`config.mk`:
```
export PLATFORM = sky130hd
export DESIGN_NAME = ssn_store_queue
export DESIGN_NICKNAME = d
export VERILOG_FILES = /design/src/rtl/sq_pkg.sv /design/src/rtl/sq_ptrs.sv /design/src/rtl/sq_slots.sv /design/src/rtl/sq_fwd.sv /design/src/rtl/ssn_store_queue.sv
export SDC_FILE = /design/constraint.sdc
export NUM_CORES = 2
export LEC_CHECK = 0
export BUFFER_PORTS_ARGS = -buffer_cell sky130_fd_sc_hd__buf_2
export CAP_MARGIN = 20
export CORE_UTILIZATION = 65
export DETAILED_ROUTE_END_ITERATION = 6
export GPL_ROUTABILITY_DRIVEN = 0
export PLACE_DENSITY = 0.85
export SKIP_CTS_REPAIR_TIMING = 1
export SLEW_MARGIN = 20
export SYNTH_ARGS = -nofsm -noshare
export SYNTH_HDL_FRONTEND = slang
export SYNTH_SLANG_ARGS = --single-unit
```
`constraint.sdc`:
```
create_clock -name clk -period 7.6 [get_ports clk]
set_clock_uncertainty 0.1 [all_clocks]
set_input_delay 0.38 -clock clk [delete_from_list [all_inputs] [get_ports clk]]
set_output_delay 0.38 -clock clk [all_outputs]
set_load 0.01 [all_outputs]
```
`src/rtl/sq_pkg.sv`:
```
package sq_pkg;
  // What a slot does at the next edge
  typedef enum logic [1:0] {
    SLOT_HOLD  = 2'd0,
    SLOT_CLEAR = 2'd1,
    SLOT_FILL  = 2'd2
  } slot_op_e;
endpackage

```
`src/rtl/sq_ptrs.sv`:
```
module sq_ptrs #(
  parameter int SSN_W = 16,
  parameter int DEPTH = 8
) (
  input  logic             clk,
  input  logic             rst_n,
  input  logic             disp_req,
  input  logic             commit_req,
  input  logic             squash_req,
  input  logic [SSN_W-1:0] squash_ssn,
  input  logic             drain_fire,
  output logic [SSN_W-1:0] disp_ptr,
  output logic [SSN_W-1:0] cmt_ptr,
  output logic [SSN_W-1:0] cmpl_ptr,
  output logic             disp_ready,
  output logic             disp_fire
);
  localparam logic [SSN_W-1:0] DEPTH_SSN = SSN_W'(DEPTH);
  localparam logic [SSN_W-1:0] ONE_SSN   = SSN_W'(1);

  logic             squash_ok;
  logic [SSN_W-1:0] cmt_lim;
  logic             disp_en, cmt_en, cmpl_en;
  logic [SSN_W-1:0] disp_nxt, cmt_nxt, cmpl_nxt;

  always_comb begin
    // legal squash target lies in [cmt_ptr, disp_ptr]
    squash_ok  = squash_req && ((squash_ssn - cmt_ptr) <= (disp_ptr - cmt_ptr));
    disp_ready = (disp_ptr - cmpl_ptr) != DEPTH_SSN;
    disp_fire  = disp_req && disp_ready && !squash_ok;
    cmt_lim    = squash_ok ? squash_ssn : disp_ptr;

    disp_en  = squash_ok || disp_fire;
    disp_nxt = squash_ok ? squash_ssn : (disp_ptr + ONE_SSN);
    cmt_en   = commit_req && (cmt_ptr != cmt_lim);
    cmt_nxt  = cmt_ptr + ONE_SSN;
    cmpl_en  = drain_fire;
    cmpl_nxt = cmpl_ptr + ONE_SSN;
  end

  always_ff @(posedge clk or negedge rst_n) begin
    if (!rst_n) begin
      disp_ptr <= '0;
      cmt_ptr  <= '0;
      cmpl_ptr <= '0;
    end else begin
      if (disp_en) disp_ptr <= disp_nxt;
      if (cmt_en)  cmt_ptr  <= cmt_nxt;
      if (cmpl_en) cmpl_ptr <= cmpl_nxt;
    end
  end
endmodule

```
`src/rtl/sq_slots.sv`:
```
module sq_slots
  import sq_pkg::*;
#(
  parameter int SSN_W  = 16,
  parameter int ADDR_W = 32,
  parameter int DATA_W = 32,
  parameter int DEPTH  = 8,
  localparam int IDX_W = $clog2(DEPTH)
) (
  input  logic              clk,
  input  logic              rst_n,
  input  logic              clr_en,
  input  logic [IDX_W-1:0]  clr_idx,
  input  logic              fill_en,
  input  logic [SSN_W-1:0]  fill_ssn,
  input  logic [ADDR_W-1:0] fill_addr,
  input  logic [DATA_W-1:0] fill_data,
  output logic [DEPTH-1:0]  slot_vld,
  output logic [SSN_W-1:0]  slot_tag  [DEPTH],
  output logic [ADDR_W-1:0] slot_addr [DEPTH],
  output logic [DATA_W-1:0] slot_data [DEPTH]
);
  logic [IDX_W-1:0] fill_idx;
  assign fill_idx = fill_ssn[IDX_W-1:0];

  for (genvar g = 0; g < DEPTH; g++) begin : g_slot
    slot_op_e op;
    logic     vld_nxt;

    always_comb begin
      op = SLOT_HOLD;
      if (fill_en && (fill_idx == IDX_W'(g)))     op = SLOT_FILL;
      else if (clr_en && (clr_idx == IDX_W'(g)))  op = SLOT_CLEAR;
      case (op)
        SLOT_FILL:  vld_nxt = 1'b1;
        SLOT_CLEAR: vld_nxt = 1'b0;
        default:    vld_nxt = slot_vld[g];
      endcase
    end

    always_ff @(posedge clk or negedge rst_n) begin
      if (!rst_n) slot_vld[g] <= 1'b0;
      else        slot_vld[g] <= vld_nxt;
    end

    // payload has no reset; it is qualified by slot_vld
    always_ff @(posedge clk) begin
      if (op == SLOT_FILL) begin
        slot_tag[g]  <= fill_ssn;
        slot_addr[g] <= fill_addr;
        slot_data[g] <= fill_data;
      end
    end
  end
endmodule

```
`src/rtl/sq_fwd.sv`:
```
module sq_fwd #(
  parameter int SSN_W  = 16,
  parameter int ADDR_W = 32,
  parameter int DATA_W = 32,
  parameter int DEPTH  = 8,
  localparam int IDX_W = $clog2(DEPTH)
) (
  input  logic              clk,
  input  logic              rst_n,
  input  logic              ld_valid,
  input  logic [SSN_W-1:0]  ld_ssn,
  input  logic [ADDR_W-1:0] ld_addr,
  input  logic [SSN_W-1:0]  disp_ptr,
  input  logic [SSN_W-1:0]  cmpl_ptr,
  input  logic [DEPTH-1:0]  slot_vld,
  input  logic [SSN_W-1:0]  slot_tag  [DEPTH],
  input  logic [ADDR_W-1:0] slot_addr [DEPTH],
  input  logic [DATA_W-1:0] slot_data [DEPTH],
  output logic              ld_rsp_valid,
  output logic              ld_hit,
  output logic [DATA_W-1:0] ld_data
);
  localparam logic [SSN_W-1:0] ONE_SSN = SSN_W'(1);

  logic [IDX_W-1:0]  idx;
  logic              in_win, hit_c;
  logic [DATA_W-1:0] data_c;

  always_comb begin
    idx    = ld_ssn[IDX_W-1:0];
    in_win = (ld_ssn - cmpl_ptr - ONE_SSN) < (disp_ptr - cmpl_ptr);
    hit_c  = ld_valid && in_win && slot_vld[idx] &&
             (slot_tag[idx] == ld_ssn) && (slot_addr[idx] == ld_addr);
    data_c = hit_c ? slot_data[idx] : '0;
  end

  always_ff @(posedge clk or negedge rst_n) begin
    if (!rst_n) begin
      ld_rsp_valid <= 1'b0;
      ld_hit       <= 1'b0;
    end else begin
      ld_rsp_valid <= ld_valid;
      ld_hit       <= hit_c;
    end
  end

  always_ff @(posedge clk) begin
    if (ld_valid) ld_data <= data_c;
  end
endmodule

```
`src/rtl/ssn_store_queue.sv`:
```
module ssn_store_queue #(
  parameter int SSN_W  = 16,
  parameter int ADDR_W = 32,
  parameter int DATA_W = 32,
  parameter int DEPTH  = 8
) (
  input  logic              clk,
  input  logic              rst_n,
  input  logic              disp_req,
  output logic              disp_ready,
  input  logic              exe_valid,
  input  logic [SSN_W-1:0]  exe_ssn,
  input  logic [ADDR_W-1:0] exe_addr,
  input  logic [DATA_W-1:0] exe_data,
  input  logic              ld_valid,
  input  logic [SSN_W-1:0]  ld_ssn,
  input  logic [ADDR_W-1:0] ld_addr,
  output logic              ld_rsp_valid,
  output logic              ld_hit,
  output logic [DATA_W-1:0] ld_data,
  input  logic              commit_req,
  input  logic              squash_req,
  input  logic [SSN_W-1:0]  squash_ssn,
  output logic              wr_valid,
  input  logic              wr_ready,
  output logic [ADDR_W-1:0] wr_addr,
  output logic [DATA_W-1:0] wr_data,
  output logic [SSN_W-1:0]  disp_ptr,
  output logic [SSN_W-1:0]  cmt_ptr,
  output logic [SSN_W-1:0]  cmpl_ptr
);
  localparam int IDX_W = $clog2(DEPTH);
  localparam logic [SSN_W-1:0] ONE_SSN = SSN_W'(1);

  // reset: asserted asynchronously, released on the clock
  logic [1:0] rst_pipe;
  logic       rst_q_n;

  always_ff @(posedge clk or negedge rst_n) begin
    if (!rst_n) rst_pipe <= 2'b00;
    else        rst_pipe <= {rst_pipe[0], 1'b1};
  end
  assign rst_q_n = rst_pipe[1];

  logic              disp_fire, drain_fire;
  logic [DEPTH-1:0]  slot_vld;
  logic [SSN_W-1:0]  slot_tag  [DEPTH];
  logic [ADDR_W-1:0] slot_addr [DEPTH];
  logic [DATA_W-1:0] slot_data [DEPTH];

  sq_ptrs #(.SSN_W(SSN_W), .DEPTH(DEPTH)) u_ptrs (
    .clk        (clk),
    .rst_n      (rst_q_n),
    .disp_req   (disp_req),
    .commit_req (commit_req),
    .squash_req (squash_req),
    .squash_ssn (squash_ssn),
    .drain_fire (drain_fire),
    .disp_ptr   (disp_ptr),
    .cmt_ptr    (cmt_ptr),
    .cmpl_ptr   (cmpl_ptr),
    .disp_ready (disp_ready),
    .disp_fire  (disp_fire)
  );

  // execute acceptance
  logic [IDX_W-1:0] exe_idx;
  logic             exe_in_win, exe_done, exe_ok;
  logic [SSN_W-1:0] new_ssn;
  logic [IDX_W-1:0] clr_idx;

  always_comb begin
    exe_idx    = exe_ssn[IDX_W-1:0];
    exe_in_win = (exe_ssn - cmpl_ptr - ONE_SSN) < (disp_ptr - cmpl_ptr);
    exe_done   = slot_vld[exe_idx] && (slot_tag[exe_idx] == exe_ssn);
    exe_ok     = exe_valid && exe_in_win && !exe_done;
    new_ssn    = disp_ptr + ONE_SSN;
    clr_idx    = new_ssn[IDX_W-1:0];
  end

  sq_slots #(
    .SSN_W(SSN_W), .ADDR_W(ADDR_W), .DATA_W(DATA_W), .DEPTH(DEPTH)
  ) u_slots (
    .clk       (clk),
    .rst_n     (rst_q_n),
    .clr_en    (disp_fire),
    .clr_idx   (clr_idx),
    .fill_en   (exe_ok),
    .fill_ssn  (exe_ssn),
    .fill_addr (exe_addr),
    .fill_data (exe_data),
    .slot_vld  (slot_vld),
    .slot_tag  (slot_tag),
    .slot_addr (slot_addr),
    .slot_data (slot_data)
  );

  sq_fwd #(
    .SSN_W(SSN_W), .ADDR_W(ADDR_W), .DATA_W(DATA_W), .DEPTH(DEPTH)
  ) u_fwd (
    .clk          (clk),
    .rst_n        (rst_q_n),
    .ld_valid     (ld_valid),
    .ld_ssn       (ld_ssn),
    .ld_addr      (ld_addr),
    .disp_ptr     (disp_ptr),
    .cmpl_ptr     (cmpl_ptr),
    .slot_vld     (slot_vld),
    .slot_tag     (slot_tag),
    .slot_addr    (slot_addr),
    .slot_data    (slot_data),
    .ld_rsp_valid (ld_rsp_valid),
    .ld_hit       (ld_hit),
    .ld_data      (ld_data)
  );

  // drain head: oldest not-yet-completed store
  logic [SSN_W-1:0] head_ssn;
  logic [IDX_W-1:0] head_idx;

  always_comb begin
    head_ssn   = cmpl_ptr + ONE_SSN;
    head_idx   = head_ssn[IDX_W-1:0];
    wr_valid   = (cmt_ptr != cmpl_ptr) && slot_vld[head_idx] &&
                 (slot_tag[head_idx] == head_ssn);
    wr_addr    = slot_addr[head_idx];
    wr_data    = slot_data[head_idx];
    drain_fire = wr_valid && wr_ready;
  end
endmodule

```
==> results.yml <==
synthesis:
  async_flop_share_pct: 8.20
  synth_area_leader_cell: "edfxtp_1"
  ys.flop_type: "edfxtp_1"
  synthSimpleGateAreaFrac_pct: 6.16
  ys_types: 86
  yosysSeqAreaShare_pct: 54.7
  synth_edf_count: 672
  synth.net_count: 2771
  ys_ff_latch: 732
  synth_top_family_by_area: "multiplexers"
  yosysWarnings: 0
  syn_inst: 2486
  ys_top_cells_by_area: "edfxtp_1 51%, mux4_2 19%, ha_1 4.0%"
  muxShareOfSynthArea_pct: 24.3
  synth_compound_area_share_pct: 3.94
  yosys.area.top_type_share_pct: 50.9
  syn_area_um2: 39700
  syn_area_per_cell_um2: 16.0
  synth_fa_ha_area_share_pct: 4.29
  synthXorXnorAreaFrac_pct: 4.43
finish:
  drive_gt1_share_pct: 30.7
  area_growth_pct: 14.7
  final_cells: 3711
  finalNetCount: 3144
  stdcell_area_um2: 45500
cts:
  cts_buffers: 75
  cts_sinks: 732
  worst_setup_hold_path_clk_slew_ns: 0.08
  htree_levels: 3
  cts_tree: "yes"
  cts_root_buf: "clkbuf_16"
  cts_buffer_depth: 3
  clk_latency_ns: 0.65
setup_path:
  worst_ep_required_time_ns: 7.79
  slowest_stage: "a211oi_1"
  worst-setup-path-type: "reg -> reg"
  critPathMaxFanout: 48
  reg2reg_depth: 20
  r2r_slack_ns: 0.43
  endpoint_kind: "register"
  max_stage_delay_ns: 0.80
  start_kind: "register"
  crit_chain: "inv_1, ha_1, nor2b_1, o21ai_0, a21boi_0, o21ai_0, a21oi_1, o21ai_0, a21oi_1, o41a_1, or4b_2, nand3_1, ha_1, nor2b_1, o21ai_0, o21ai_0, a211oi_1, nor2b_1, and2_4, buf_12"
  crit_arrival_ns: 7.36
  cpMostUsedCell: "o21ai_0"
floorplanning:
  die_height_um: 249
  fp.dieW_um: 249
  io_pins: 300
  start_util_pct: 65.7
  dieArea_um2: 62000
  rows: 90
  core-area_um2: 60400
timing:
  fin_crit_ns: 7.17
  finalSetupTns_ns: 0
  relSlewSlack_pct: 11.9
  finalHoldViolCount: 0
  rsz0062_at_grt: "false"
  slew_violations: 0
  period_share_pct: 94.4
  fmax_ghz: 0.139
  setup_viol: 0
  whs_ns: 0.00449
  worstMarginPinSlew_ns: 1.30
grt:
  grt_pass1_wl_mm: 169
  grt_pass1_vias: 26900
  grt_usage_pct: 36.6
  overflow: 0
  grt_max_degree: 136
  antenna_found_initial: 12
detailed_routing:
  drt_iter0_markers: 4223
  drc: 2
  viasPerCell: 7.46
  routedWlPerCell_um: 32.1
  via_count: 27700
  drt_pass1_iterations: 7
  ant_nets: 0
  routed_wl_mm: 119
placed_design:
  dpl.hpwl_mm: 71.1
  numPortBuffers: 299
  placed_area_um2: 42100
  place_inst: 3482
pwr:
  p_int_w: 0.00871
  pwr-share-seq_pct: 39.5
  p_sw_share_pct: 34.0
  p_clk_share_pct: 28.9
  total_power_w: 0.0132
  switchingPower_w: 0.00449
  peakVddDrop_mv: 0.217
  leakage_nw: 16.3
  power_density_nw_per_um2: 290
  p_comb_share_pct: 31.7
worst_hold_path:
  hold_class: "in -> reg"
  min_delay_path_depth: 1
run_status:
  status: "finished with violations"
  failed_checks: "DRC"
flow_run:
  max_cap_viol_count: 0
## metal layers
metal  part of all wire [%]  track usage (%)  vias to the layer above  wire length, µm
met2                     49             59.0                     2671            58000
li1                       -                -                    10800                -
met4                    5.7             19.1                        2             6760
met3                     12             7.49                      481            14500
met5                  0.011                0                        -               13
met1                     33             47.7                    13700            39900
## synth_stat cells (all sizes together), types with 8 or more instances
cell type / number
a21o: 14
a311oi: 10
buf: 81
nor2b: 22
o21ai: 63
a21oi: 48
xnor2: 142
nand2: 96
mux4: 338
and2: 9
nor3: 31
nand4: 31
mux2i: 123
and3: 29
inv: 77
nor2: 115
nor4b: 8
nand3: 37
o21a: 10
ha: 128
xor2: 48
o211ai: 14
edfxtp: 672
a21boi: 9
mux2: 68
nand2b: 14
dfrtp: 60
nor4: 31
clkbuf: 43
## power groups by stage
stage | clock network (W) | registers, W | logic, W
after global placement | 0 | 0.00519 | 0.00387
after floorplan | 0 | 0.00513 | 0.00290
after detailed placement | 0 | 0.00524 | 0.00400
after global routing | 0.00395 | 0.00522 | 0.00458
final | 0.00381 | 0.00521 | 0.00418
after CTS | 0.00378 | 0.00518 | 0.00405
## worst max-delay path: cells and delay by family (launching register included)
| kind | cells | cell delay, ns |
|---|---|---|
| compound gates | 10 | 2.61 |
| fa+ha+maj | 2 | 0.60 |
| buf+inv | 2 | 0.57 |
| flops | 1 | 0.67 |
| simple gates | 6 | 2.22 |
## placed cells by master (no fill, tap or decap), types with 37 or more instances in the layout
master	count
edfxtp_1	672
mux4_2	338
buf_2	296
xnor2_1	141
ha_1	127
mux2i_1	122
nor2_1	115
nand2_1	93
dlygate4sd3_1	82
inv_1	76
clkbuf_16	76
mux2_2	67
o21ai_0	61
dfrtp_1	58
a21oi_1	48
xor2_1	47
nand3_1	37
## area by class of cell
class                   instances  area (µm²)
flip-flops and latches        732       21700
repair buffers                420        2830
inverters                      77         289
fillers                      3276       14900
clock inverters                46         526
diodes                         10        25.0
well taps                     782         978
multi-input cells            1553       17200
clock buffers                  91        1970
## stage by stage
step                      setup slack (ns)  util [%]
final                                0.426      75.3
after global routing                 0.102      75.3
after CTS                            0.483      73.9
after detailed placement             0.555      69.8
after global placement               0.921      69.7
after floorplan                      0.768         -
## path summary, 6_finish.rpt
check | to | start
min in group asynchronous | u_fwd.ld_rsp_valid$_DFF_PN0_ | rst_pipe[1]$_DFF_PN0_
min reg2reg | rst_pipe[1]$_DFF_PN0_ | rst_pipe[0]$_DFF_PN0_
max | u_slots.slot_tag[90]$_DFFE_PN_ | u_ptrs.cmpl_ptr[2]$_DFFE_PN0P_
max reg2reg | u_slots.slot_tag[90]$_DFFE_PN_ | u_ptrs.cmpl_ptr[2]$_DFFE_PN0P_
max in group asynchronous | u_ptrs.cmpl_ptr[0]$_DFFE_PN0P_ | rst_pipe[1]$_DFF_PN0_
min | u_slots.slot_tag[67]$_DFFE_PN_ | exe_ssn[3]
## kinds of logic after synthesis
family                   after synthesis
AND/OR/NAND/NOR                      464
AO/OA/AOI/OAI                        233
multiplexers                         529
flip-flops                           732
other                                  1
buffers and inverters                201
adder cells (fa/ha/maj)              133
XOR/XNOR                             193
## state kept, by name, indices dropped and copies added, names as in the netlist
signal,cells
u_slots.slot_addr,256
rst_pipe,2
u_slots.slot_vld,8
u_fwd.ld_rsp_valid,1
u_ptrs.cmpl_ptr,16
u_slots.slot_data,256
u_fwd.ld_hit,1
u_ptrs.cmt_ptr,16
u_slots.slot_tag,128
u_ptrs.disp_ptr,16
u_fwd.ld_data,32
Power figures use the tool's default switching activity.
